File: src/rtl/mdio_master_pkg.sv
package mdio_master_pkg;
  localparam int FRAME_BITS = 64;
  localparam int DATA_BITS  = 16;
  localparam int ADDR_BITS  = 5;
  localparam int TA_HI_IDX  = 17;   // index (counting down) of first turnaround bit
  localparam int OWN_POS    = 9;
  localparam int DIR_POS    = 8;
  localparam int PHY_LSB    = 16;
  localparam logic [1:0] OP_RD = 2'b10;
  localparam logic [1:0] OP_WR = 2'b01;

  typedef struct packed {
    logic [ADDR_BITS-1:0] phy;
    logic [ADDR_BITS-1:0] regad;
    logic                 rd;
  } mgmt_cmd_t;
endpackage

File: src/rtl/mdio_clk_div.sv
module mdio_clk_div #(
  parameter int DIV_HALF = 10
) (
  input  logic clk,
  input  logic rst_n,
  input  logic en,
  output logic mdc,
  output logic rise,
  output logic fall
);
  localparam int CW = (DIV_HALF > 1) ? $clog2(DIV_HALF) : 1;
  localparam logic [CW-1:0] LAST = CW'(DIV_HALF - 1);

  logic [CW-1:0] cnt_q, cnt_d;
  logic          mdc_q, mdc_d;
  logic          tick;

  assign tick = en && (cnt_q == LAST);
  assign rise = tick && !mdc_q;
  assign fall = tick && mdc_q;
  assign mdc  = mdc_q;

  always_comb begin
    cnt_d = cnt_q;
    mdc_d = mdc_q;
    if (!en) begin
      cnt_d = '0;
      mdc_d = 1'b0;
    end else if (tick) begin
      cnt_d = '0;
      mdc_d = !mdc_q;
    end else begin
      cnt_d = cnt_q + 1'b1;
    end
  end

  always_ff @(posedge clk or negedge rst_n) begin
    if (!rst_n) begin
      cnt_q <= '0;
      mdc_q <= 1'b0;
    end else begin
      cnt_q <= cnt_d;
      mdc_q <= mdc_d;
    end
  end

  a_r7_idle_low: assert property (@(posedge clk) disable iff (!rst_n)
    (!en && $past(!en)) |-> !mdc_q);
endmodule

File: src/rtl/mdio_frame_engine.sv
module mdio_frame_engine
  import mdio_master_pkg::*;
(
  input  logic                 clk,
  input  logic                 rst_n,
  input  logic                 go,
  input  mgmt_cmd_t            cmd,
  input  logic [DATA_BITS-1:0] tx_data,
  input  logic                 rise,
  input  logic                 fall,
  input  logic                 mdio_i,
  output logic                 busy,
  output logic                 done,
  output logic [DATA_BITS-1:0] rx_data,
  output logic                 mdio_o,
  output logic                 mdio_oe
);
  localparam int IW = $clog2(FRAME_BITS);

  logic                  busy_q, busy_d;
  logic [IW-1:0]         idx_q, idx_d;
  logic [FRAME_BITS-1:0] sh_q, sh_d;
  logic [DATA_BITS-1:0]  rx_q, rx_d;
  logic                  rd_q, rd_d;

  assign busy    = busy_q;
  assign done    = busy_q && fall && (idx_q == '0);
  assign rx_data = rx_q;
  assign mdio_o  = busy_q && sh_q[FRAME_BITS-1];
  assign mdio_oe = busy_q && (!rd_q || (idx_q > IW'(TA_HI_IDX)));

  always_comb begin
    busy_d = busy_q;
    idx_d  = idx_q;
    sh_d   = sh_q;
    rx_d   = rx_q;
    rd_d   = rd_q;
    if (!busy_q) begin
      if (go) begin
        busy_d = 1'b1;
        idx_d  = IW'(FRAME_BITS - 1);
        rd_d   = cmd.rd;
        rx_d   = '0;
        sh_d   = {32'hFFFF_FFFF, 2'b01, (cmd.rd ? OP_RD : OP_WR),
                  cmd.phy, cmd.regad, 2'b10, tx_data};
      end
    end else begin
      if (rise && rd_q && (idx_q < IW'(DATA_BITS)))
        rx_d = {rx_q[DATA_BITS-2:0], mdio_i};
      if (fall) begin
        if (idx_q == '0) begin
          busy_d = 1'b0;
        end else begin
          idx_d = idx_q - 1'b1;
          sh_d  = {sh_q[FRAME_BITS-2:0], 1'b0};
        end
      end
    end
  end

  always_ff @(posedge clk or negedge rst_n) begin
    if (!rst_n) begin
      busy_q <= 1'b0;
      idx_q  <= '0;
      sh_q   <= '0;
      rx_q   <= '0;
      rd_q   <= 1'b0;
    end else begin
      busy_q <= busy_d;
      idx_q  <= idx_d;
      sh_q   <= sh_d;
      rx_q   <= rx_d;
      rd_q   <= rd_d;
    end
  end

  a_r9_released_idle: assert property (@(posedge clk) disable iff (!rst_n)
    !busy_q |-> !mdio_oe);
  a_r6_no_drive_in_data: assert property (@(posedge clk) disable iff (!rst_n)
    (busy_q && rd_q && idx_q < IW'(DATA_BITS)) |-> !mdio_oe);
endmodule

File: src/rtl/mdio_csr.sv
module mdio_csr
  import mdio_master_pkg::*;
(
  input  logic                 clk,
  input  logic                 rst_n,
  input  logic                 reg_en,
  input  logic                 reg_wr,
  input  logic [2:0]           reg_addr,
  input  logic [31:0]          reg_wdata,
  output logic [31:0]          reg_rdata,
  input  logic                 done,
  input  logic [DATA_BITS-1:0] rx_data,
  output mgmt_cmd_t            cmd,
  output logic                 owner,
  output logic [DATA_BITS-1:0] tx_data
);
  mgmt_cmd_t            cmd_q, cmd_d;
  logic                 own_q, own_d;
  logic [DATA_BITS-1:0] dat_q, dat_d;
  logic                 wr_ok;

  assign wr_ok   = reg_en && reg_wr && !own_q;
  assign cmd     = cmd_q;
  assign owner   = own_q;
  assign tx_data = dat_q;

  always_comb begin
    if (reg_addr[2])
      reg_rdata = {{(32-DATA_BITS){1'b0}}, dat_q};
    else
      reg_rdata = {11'b0, cmd_q.phy, 6'b0, own_q, cmd_q.rd, 3'b0, cmd_q.regad};
  end

  always_comb begin
    cmd_d = cmd_q;
    own_d = own_q;
    dat_d = dat_q;
    if (done) begin
      own_d = 1'b0;
      if (cmd_q.rd) dat_d = rx_data;
    end else if (wr_ok) begin
      if (reg_addr[2]) begin
        dat_d = reg_wdata[DATA_BITS-1:0];
      end else begin
        cmd_d.phy   = reg_wdata[PHY_LSB +: ADDR_BITS];
        cmd_d.regad = reg_wdata[ADDR_BITS-1:0];
        cmd_d.rd    = reg_wdata[DIR_POS];
        own_d       = reg_wdata[OWN_POS];
      end
    end
  end

  always_ff @(posedge clk or negedge rst_n) begin
    if (!rst_n) begin
      cmd_q <= '0;
      own_q <= 1'b0;
      dat_q <= '0;
    end else begin
      cmd_q <= cmd_d;
      own_q <= own_d;
      dat_q <= dat_d;
    end
  end

  a_r4_done_releases: assert property (@(posedge clk) disable iff (!rst_n)
    done |=> !own_q);
  a_r8_frozen_while_owned: assert property (@(posedge clk) disable iff (!rst_n)
    (own_q && !done) |=> ($stable(cmd_q) && $stable(dat_q) && own_q));
  a_r3_no_owner_no_done: assert property (@(posedge clk) disable iff (!rst_n)
    !own_q |-> !done);
endmodule

File: src/rtl/mdio_master.sv
module mdio_master
  import mdio_master_pkg::*;
#(
  parameter int DIV_HALF = 10
) (
  input  logic        clk,
  input  logic        rst_n,
  input  logic        reg_en,
  input  logic        reg_wr,
  input  logic [2:0]  reg_addr,
  input  logic [31:0] reg_wdata,
  output logic [31:0] reg_rdata,
  output logic        mdc,
  output logic        mdio_o,
  output logic        mdio_oe,
  input  logic        mdio_i
);
  logic [1:0]           rst_sync_q;
  logic                 rst_ni;
  mgmt_cmd_t            cmd;
  logic                 owner, busy, done, rise, fall;
  logic [DATA_BITS-1:0] tx_data, rx_data;

  always_ff @(posedge clk or negedge rst_n) begin
    if (!rst_n) rst_sync_q <= 2'b00;
    else        rst_sync_q <= {rst_sync_q[0], 1'b1};
  end
  assign rst_ni = rst_sync_q[1];

  mdio_csr u_csr (
    .clk(clk), .rst_n(rst_ni), .reg_en(reg_en), .reg_wr(reg_wr),
    .reg_addr(reg_addr), .reg_wdata(reg_wdata), .reg_rdata(reg_rdata),
    .done(done), .rx_data(rx_data), .cmd(cmd), .owner(owner), .tx_data(tx_data)
  );

  mdio_clk_div #(.DIV_HALF(DIV_HALF)) u_div (
    .clk(clk), .rst_n(rst_ni), .en(busy), .mdc(mdc), .rise(rise), .fall(fall)
  );

  mdio_frame_engine u_eng (
    .clk(clk), .rst_n(rst_ni), .go(owner && !busy), .cmd(cmd), .tx_data(tx_data),
    .rise(rise), .fall(fall), .mdio_i(mdio_i), .busy(busy), .done(done),
    .rx_data(rx_data), .mdio_o(mdio_o), .mdio_oe(mdio_oe)
  );

  a_r5_change_while_low: assert property (@(posedge clk) disable iff (!rst_ni)
    !$stable(mdio_o) |-> !mdc);
  a_r4_busy_implies_owner: assert property (@(posedge clk) disable iff (!rst_ni)
    busy |-> owner);
endmodule

File: config.mk
export PLATFORM = sky130hd
export DESIGN_NAME = mdio_master
export DESIGN_NICKNAME = d
export VERILOG_FILES = /design/src/rtl/mdio_master_pkg.sv /design/src/rtl/mdio_clk_div.sv /design/src/rtl/mdio_frame_engine.sv /design/src/rtl/mdio_csr.sv /design/src/rtl/mdio_master.sv
export SDC_FILE = /design/constraint.sdc
export NUM_CORES = 1
export LEC_CHECK = 0
export CAP_MARGIN = 20
export CORE_AREA = 4 4 106 108
export DETAILED_ROUTE_END_ITERATION = 6
export DIE_AREA = 0 0 110 112
export PLACE_DENSITY = 0.78
export SYNTH_ARGS = -nofsm -noshare
export SYNTH_HDL_FRONTEND = slang
export SYNTH_SLANG_ARGS = --single-unit
File: constraint.sdc
create_clock -name clk -period 9.65 [get_ports clk]
set_input_delay 1.93 -clock clk [delete_from_list [all_inputs] [get_ports clk]]
set_output_delay 1.93 -clock clk [all_outputs]
set_load 0.005 [all_outputs]
# Word-level counts from Yosys, hierarchy flattened

Index checks and enable logic that the tools add are counted.

Flip-flop bits (word level): 123
Input bits: 40
Output and inout bits: 35
Logic and storage cells: 82

Add/sub/neg operators: 2
Magnitude comparators: 2
Equal/unequal tests: 7
Mux-type cells: 28
Bitwise operators: 3
Reductions and logical operators: 27

Operators by type and width:

| operator                                                       | number |
|---|---|
| two-way mux 64 bit                                             | 4 |
| two-way mux 16 bit                                             | 7 |
| two-way mux 6 bit                                              | 4 |
| two-way mux 21 bit                                             | 1 |
| logical AND 1 bit                                              | 12 |
| two-way mux 1 bit                                              | 9 |
| AND reduction 3 bit                                            | 3 |
| two-way mux 4 bit                                              | 2 |
| greater-than comparator 6 x 5 -> 1 bit (second input constant) | 1 |
| zero test 6 bit                                                | 1 |
| < comparator 6 x 5 -> 1 bit (second input constant)            | 1 |
| != test 2 x 1 -> 1 bit (second input constant)                 | 3 |
| != test 2 bit (second input constant)                          | 3 |
| AND reduction 2 bit                                            | 3 |
| nonzero test 2 bit                                             | 3 |
| subtractor 6 x 1 -> 6 bit (second input constant)              | 1 |
| adder 4 x 1 -> 4 bit (second input constant)                   | 1 |
| equality test 4 bit (second input constant)                    | 1 |
| zero test 1 bit                                                | 4 |
| inverter 1 bit                                                 | 3 |
| two-way mux 2 bit                                              | 1 |
| logical OR 1 bit                                               | 1 |

# Longest topological paths before layout

Gate-level depths: netlist of run 1.

Depth after elaboration: 7
Gate-level depth with buffers: 8
Depth with buffers taken out: 6

# Hierarchy

A second synthesis of run 1 with hierarchy kept.

Cell total of the unflattened synthesis: 476
Area total of the unflattened synthesis: 6078.3 um2

Modules (own cells, without submodules):

| module            | instances | cells each | area an instance (um2) | sequential area each (um2) |
|---|---|---|---|---|
| mdio_frame_engine | 1         | 328        | 4289.1                 | 2202.1 |
| mdio_csr          | 1         | 119        | 1461.4                 | 700.7 |
| mdio_clk_div      | 1         | 25         | 260.2                  | 125.1 |
| mdio_master       | 1         | 4          | 67.6                   | 50.0 |

# Least setup slack after synthesis of run 1

No wires, ideal clock.

Kind: input to output
Start point: input port reg_addr[2]
End point: output port reg_rdata[2]
Arrival time: 2809 ps
Required time: 7720 ps
Slack: 4911 ps
Cell stages on the path: 3
Path buffers: 2
Path through: clkbuf_1 -> clkbuf_1 -> mux2_2

Longest elaborated chain between the ends: 1

RTL lines:

| element            | line              | RTL |
|---|---|---|
| start: declaration | mdio_master.sv:10 | `input logic [2:0] reg_addr,` |
| two-way mux 21 bit | mdio_csr.sv:28    | `if (reg_addr[2])` |
| end: declaration   | mdio_master.sv:12 | `output logic [31:0] reg_rdata,` |

No other way between the ends.

# Worst setup path after layout of run 1

Start point: input port reg_addr[2]
End point: output port reg_rdata[8]

Same word-level chain as after synthesis.

==> results.py, run 1 <==
metrics = {
    "run_status": {
        "status": "complete, no violations",
    },
    "layout": {
        "diodes": 0,
        "drive_above_1_share_pct": 17.99,
        "final_nets": 560,
        "design_area_mm2": 0.006724,
        "synthToLayoutAreaGrowth_pct": 21.75,
    },
    "sta": {
        "finalSetupViolations": 0,
        "worst_slew_pin_slew_ps": 933.4,
        "skew_ps": 5.856,
        "setup_tns_ps": 0,
        "timing.slew.headroom_pct": 37.58,
        "fin_crit_ps": 5843,
        "fmax_ghz": 0.1711,
        "fin_crit_sh_pct": 60.55,
        "hold_ws_ps": 357.1,
        "rsz0062_at_grt": "no",
        "finalMaxSlewViolations": 0,
        "hold_viol_final": 0,
    },
    "synth": {
        "yosys-top-cells-area": "dfrtp_1 (56%), o22a_1 (5.4%), mux2i_1 (4.9%)",
        "synth-seq-cells": 123,
        "async_reset_ff_share_pct": 100.0,
        "synth_common_cells": "dfrtp_1 (123), o21ai_0 (47), nand2_1 (41), o22a_1 (34), nand3_1 (31)",
        "synth_top_family_by_area": "compound AO/OA/AOI/OAI gates",
        "synth_flop_cell": "dfrtp_1",
        "syn_inst": 476,
        "yosysWarnings": 0,
        "synth_compound_area_share_pct": 15.16,
        "synth_top_cell_by_area": "dfrtp_1",
        "synth-simple-area-share_pct": 13.62,
        "synth_edf_count": 0,
        "synth_most_common_cell": "dfrtp_1",
        "ys_types": 44,
        "synthMuxAreaShare_pct": 9.447,
        "synth_area_per_cell_um2": 11.60,
        "synth_fa_ha_area_share_pct": 1.133,
        "yosysTopAreaCellShare_pct": 55.73,
        "yosysSeqAreaShare_pct": 55.73,
        "synth_xor_area_share_pct": 0.1586,
        "syn_area_mm2": 0.005523,
    },
    "setup_path": {
        "crit_fanout": 25,
        "crit_top_cell": "clkdlybuf4s50_1",
        "cp_data_arrival_time_ps": 3910,
        "cp_slowest_cell": "clkdlybuf4s50_1",
        "critPathTopFamily": "buffers and inverters",
        "end_kind": "primary output",
        "critPathRequiredTime_ps": 7720,
        "startpoint_type": "primary input",
        "path_class": "primary input to primary output",
        "crit_chain": "clkdlybuf4s50_1 -> o21ai_0 -> clkdlybuf4s50_1",
        "critical_path_buf_inv_count": 2,
        "max_stage_delay_ps": 900,
    },
    "routing": {
        "drc": 0,
        "wl_per_cell_um": 17.13,
        "routed_wl_mm": 11.38,
        "via_per_inst": 5.779,
        "drt_iter0_markers": 226,
        "antenna_left": 0,
        "dr.pass1.iters": 4,
        "vias": 3837,
    },
    "clock_tree": {
        "cts_max_level": 4,
        "clkLatencyLatePin_ps": 530,
        "cts_sinks": 123,
        "cts_resized": 0,
        "cts_buffers": 17,
        "clock_path_buffers": 2,
        "holdBufCountCts": 0,
        "ctsRootBufferMaster": "clkbuf_8",
        "cts_tree": "built",
        "path_clk_slew_ps": 60,
        "post_cts_buffers": 0,
    },
    "die": {
        "start_util_pct": 53.98,
        "die_y_um": 112,
        "ios": 75,
        "die-area_mm2": 0.01232,
        "die_x_um": 110,
        "num_rows": 37,
        "core_mm2": 0.01023,
    },
    "global_routing": {
        "grt_start_max_net_pins": 65,
        "antenna_found_initial": 0,
        "overflow": 0,
        "grt_pass1_wl_mm": 19.27,
        "grt_util_all_layers_pct": 19.97,
        "grt_pass1_vias": 3875,
    },
    "power_and_ir_drop": {
        "power_density_mw_per_mm2": 288.7,
        "p_leak_nw": 2.964,
        "irDropWorstVdd_uv": 159.1,
        "p_total_mw": 1.941,
    },
    "flow_run": {
        "maxCapViolCount": 0,
    },
    "hold_path": {
        "hold_class": "flip-flop to flip-flop",
    },
    "placement": {
        "place_congestion": 0.8136,
        "dpl_cell_area_mm2": 0.006048,
        "dp_hpwl_mm": 7.083,
        "port_buffers": 50,
    },
}
==> placed cells by master, fill, tap and decap left out, types with 2 or more instances in the layout <==
cell / n
dfrtp_1: 121
nand4b_1: 2
a211oi_1: 2
a21oi_1: 5
clkinv_2: 2
o22a_1: 34
clkbuf_8: 2
o21ai_0: 47
a22o_1: 3
nor2b_1: 8
bufinv_16: 5
or3_1: 2
mux2_4: 10
o221a_2: 16
nand2b_1: 4
or3b_2: 15
and2_1: 13
clkinv_4: 6
mux2i_1: 27
ha_1: 5
inv_1: 6
mux2_2: 7
nor2_1: 8
buf_4: 5
nand2_1: 41
o21a_1: 2
clkdlybuf4s50_1: 50
conb_1: 12
nand3_1: 31
clkbuf_16: 16
==> sequential cells by signal, summed over array words and instances, names as in the netlist, 2 cells and up <==
signal         cells
rst_sync_q         2
u_csr.cmd         11
u_csr.tx_data     16
u_div.cnt_q        4
u_eng.idx_q        6
u_eng.rx_data     16
u_eng.sh_q        64
==> metrics by stage <==
step	setup slack [ps]	util (%)	std cells
2_1_floorplan	4911	-	486
3_3_place_gp	3851	59.12	631
3_5_place_dp	3795	59.12	631
4_1_cts	3777	65.45	663
5_1_grt	3646	65.72	664
6_report	3807	65.72	664
==> cells by family after synthesis <==
group	after synthesis
DFF	123
adders and majority gates	5
other	2
buffers and inverters	52
AOI/OAI and AO/OA	114
and+or+nand+nor	134
xor gates and xnor gates	1
muxes	45
==> path summary, 6_finish.rpt <==
check	cells after the start	slack, ps	from	end
worst max-delay path	3	3810	reg_addr[2]	reg_rdata[8]
worst min-delay path	0	360	rst_sync_q[0]	rst_sync_q[1]
worst max register to register	4	6510	u_eng.busy	u_csr.tx_data[3]
worst min register to register	0	360	rst_sync_q[0]	rst_sync_q[1]
max in group asynchronous	1	7960	rst_sync_q[1]	u_eng.sh_q[0]
min in group asynchronous	0	390	rst_sync_q[1]	u_csr.tx_data[13]
==> layout make-up <==
| type | count | area (µm²) |
|---|---|---|
| Timing Repair Buffer | 56 | 565.5 |
| Sequential cell | 123 | 3083 |
| Fill cell | 759 | 3507 |
| Tap cell | 136 | 170.2 |
| Inverter | 6 | 22.52 |
| Multi-Input combinational cell | 311 | 2235 |
| Clock buffer | 18 | 427.9 |
| Clock inverter | 14 | 220.2 |
==> per-layer routing <==
metal  routed length, µm  global-route usage, %  part of all wire (%)  vias up
li1                    -                      -                     -     1786
met3                 474                  5.565                   4.2       20
met5                   0                      0                     0        -
met2                5854                  31.15                    51       87
met1                4862                  26.13                    43     1944
met4                 184                  8.313                   1.6        0
==> where the power goes <==
part,leakage (nW),switching [mW],internal [mW]
Combinational,1.21,0.153,0.237
Clock,0.315,0.230,0.453
Sequential,1.44,0.149,0.718
==> worst reg2reg max path, cell delays in order, from the launching register on <==
cell and delay, ps:
dfrtp_2 970, and2_1 240, nand4b_1 700, or2_1 740
o221a_2 380
(Power assumes the default switching activity.)
==> run 2, diff against run 1 <==
==> constraint.sdc (replaced) <==
create_clock -name clk -period 6 [get_ports clk]
set_input_delay 1.2 -clock clk [delete_from_list [all_inputs] [get_ports clk]]
set_output_delay 1.2 -clock clk [all_outputs]
set_load 0.005 [all_outputs]
==> results.py, run 2 (synthesis gave the netlist of run 1 again) <==
metrics = {
    "sta": {
        "setup_tns_ps": 0,
        "finalMaxSlewViolations": 0,
        "finalSetupViolations": 0,
        "rsz0062_at_grt": "no",
        "skew_ps": 6.937,
        "worst_slew_pin_slew_ps": 946.8,
        "fin_crit_ps": 4389,
        "hold_ws_ps": 363.9,
        "timing.slew.headroom_pct": 36.88,
        "fmax_ghz": 0.2278,
        "hold_viol_final": 0,
        "fin_crit_sh_pct": 73.15,
    },
    "clock_tree": {
        "ctsRootBufferMaster": "clkbuf_8",
        "holdBufCountCts": 0,
        "post_cts_buffers": 0,
        "clock_path_buffers": 2,
        "cts_tree": "built",
        "clkLatencyLatePin_ps": 520,
        "cts_sinks": 123,
        "path_clk_slew_ps": 60,
        "cts_buffers": 17,
        "cts_resized": 0,
        "cts_max_level": 4,
    },
    "routing": {
        "wl_per_cell_um": 16.92,
        "antenna_left": 0,
        "drc": 0,
        "vias": 3753,
        "routed_wl_mm": 11.22,
        "via_per_inst": 5.661,
        "drt_iter0_markers": 298,
        "dr.pass1.iters": 4,
    },
    "global_routing": {
        "grt_pass1_wl_mm": 19.22,
        "grt_pass1_vias": 3843,
        "overflow": 0,
        "grt_start_max_net_pins": 71,
        "grt_util_all_layers_pct": 19.98,
        "antenna_found_initial": 0,
    },
    "layout": {
        "n_fill_cell": 762,
        "drive_above_1_share_pct": 17.46,
        "layout_common_cells": "dfrtp_1 (121), clkdlybuf4s50_1 (50), o21ai_0 (47)",
        "top_register": "u_eng.sh_q",
        "diodes": 0,
        "layout_commonest_cell": "dfrtp_1",
        "final_nets": 560,
        "largest_reg_flops": 64,
        "synthToLayoutAreaGrowth_pct": 20.91,
    },
    "setup_path": {
        "rr_worst_depth": 4,
        "cp_data_arrival_time_ps": 3190,
        "crit_fanout": 25,
        "startpoint_type": "primary input",
        "critPathRequiredTime_ps": 4800,
        "end_kind": "primary output",
        "crit-reg2reg-launch": "u_eng.busy",
        "path_class": "primary input to primary output",
        "timing.rr.end": "u_csr.tx_data[0]",
        "rrSetupSlack_ps": 2810,
    },
    "power_and_ir_drop": {
        "irDropWorstVdd_uv": 211.4,
        "power_density_mw_per_mm2": 454.5,
        "p_leak_nw": 2.932,
        "p_total_mw": 3.035,
    },
    "die": {
        "die_y_um": 112,
        "die_x_um": 110,
        "start_util_pct": 53.98,
        "core_mm2": 0.01023,
        "ios": 75,
        "num_rows": 37,
        "die-area_mm2": 0.01232,
    },
    "run_status": {
        "status": "complete, no violations",
    },
    "flow_run": {
        "maxCapViolCount": 0,
    },
    "hold_path": {
        "hold_class": "flip-flop to async pin",
    },
    "placement": {
        "dp_hpwl_mm": 7.055,
        "place_congestion": 0.7993,
        "port_buffers": 50,
    },
}
## run 2: final cells by class
class	count	area [µm²]	area share, %
inverter	6	22.52	0.3373
clock inverter	9	138.9	2.080
multi-input combinational	311	2235	33.46
tap	136	170.2	2.548
timing repair buffer	56	565.5	8.469
clock buffer	22	462.9	6.933
sequential	123	3083	46.17
## run 2: layer usage
metal,vias up,global-route usage (%),part of all wire (%)
met5,-,0,0
met2,83,30.74,51
met4,0,7.481,1.1
met1,1878,27.33,44
met3,12,5.043,4.2
li1,1780,-,-
## run 2: through the flow
stage                     utilization [%]  setup slack (ps)  area, µm²  instances
after CTS                           65.00              1614       6650        662
after floorplan                         -              2320       5560        486
after global placement              59.12              1657       6048        631
final                               65.27              1611       6678        663
after global routing                65.27              1523       6678        663
after detailed placement            59.12              1636       6048        631
## run 2: worst max-delay path, stage by stage
cell,delay [ps]
clkdlybuf4s50_1,1090
mux2_2,420
clkdlybuf4s50_1,470
## run 2: worst max-delay path by stage
stage	cells past startpoint	start	slack (ps)	end
2_1_floorplan	0	rst_sync_q[1]	2320	u_csr.cmd[0]
3_3_place_gp	3	reg_addr[2]	1660	reg_rdata[1]
3_5_place_dp	3	reg_addr[2]	1640	reg_rdata[4]
4_1_cts	3	reg_addr[2]	1610	reg_rdata[4]
5_1_grt	3	reg_addr[2]	1520	reg_rdata[0]
6_report	3	reg_addr[2]	1610	reg_rdata[4]
## run 2: report_power, final
| group | total (mW) | switching (mW) | internal [mW] |
|---|---|---|---|
| sequential | 1.39 | 0.238 | 1.16 |
| clock | 1.02 | 0.354 | 0.665 |
| combinational | 0.622 | 0.242 | 0.380 |
| total | 3.03 | 0.834 | 2.20 |
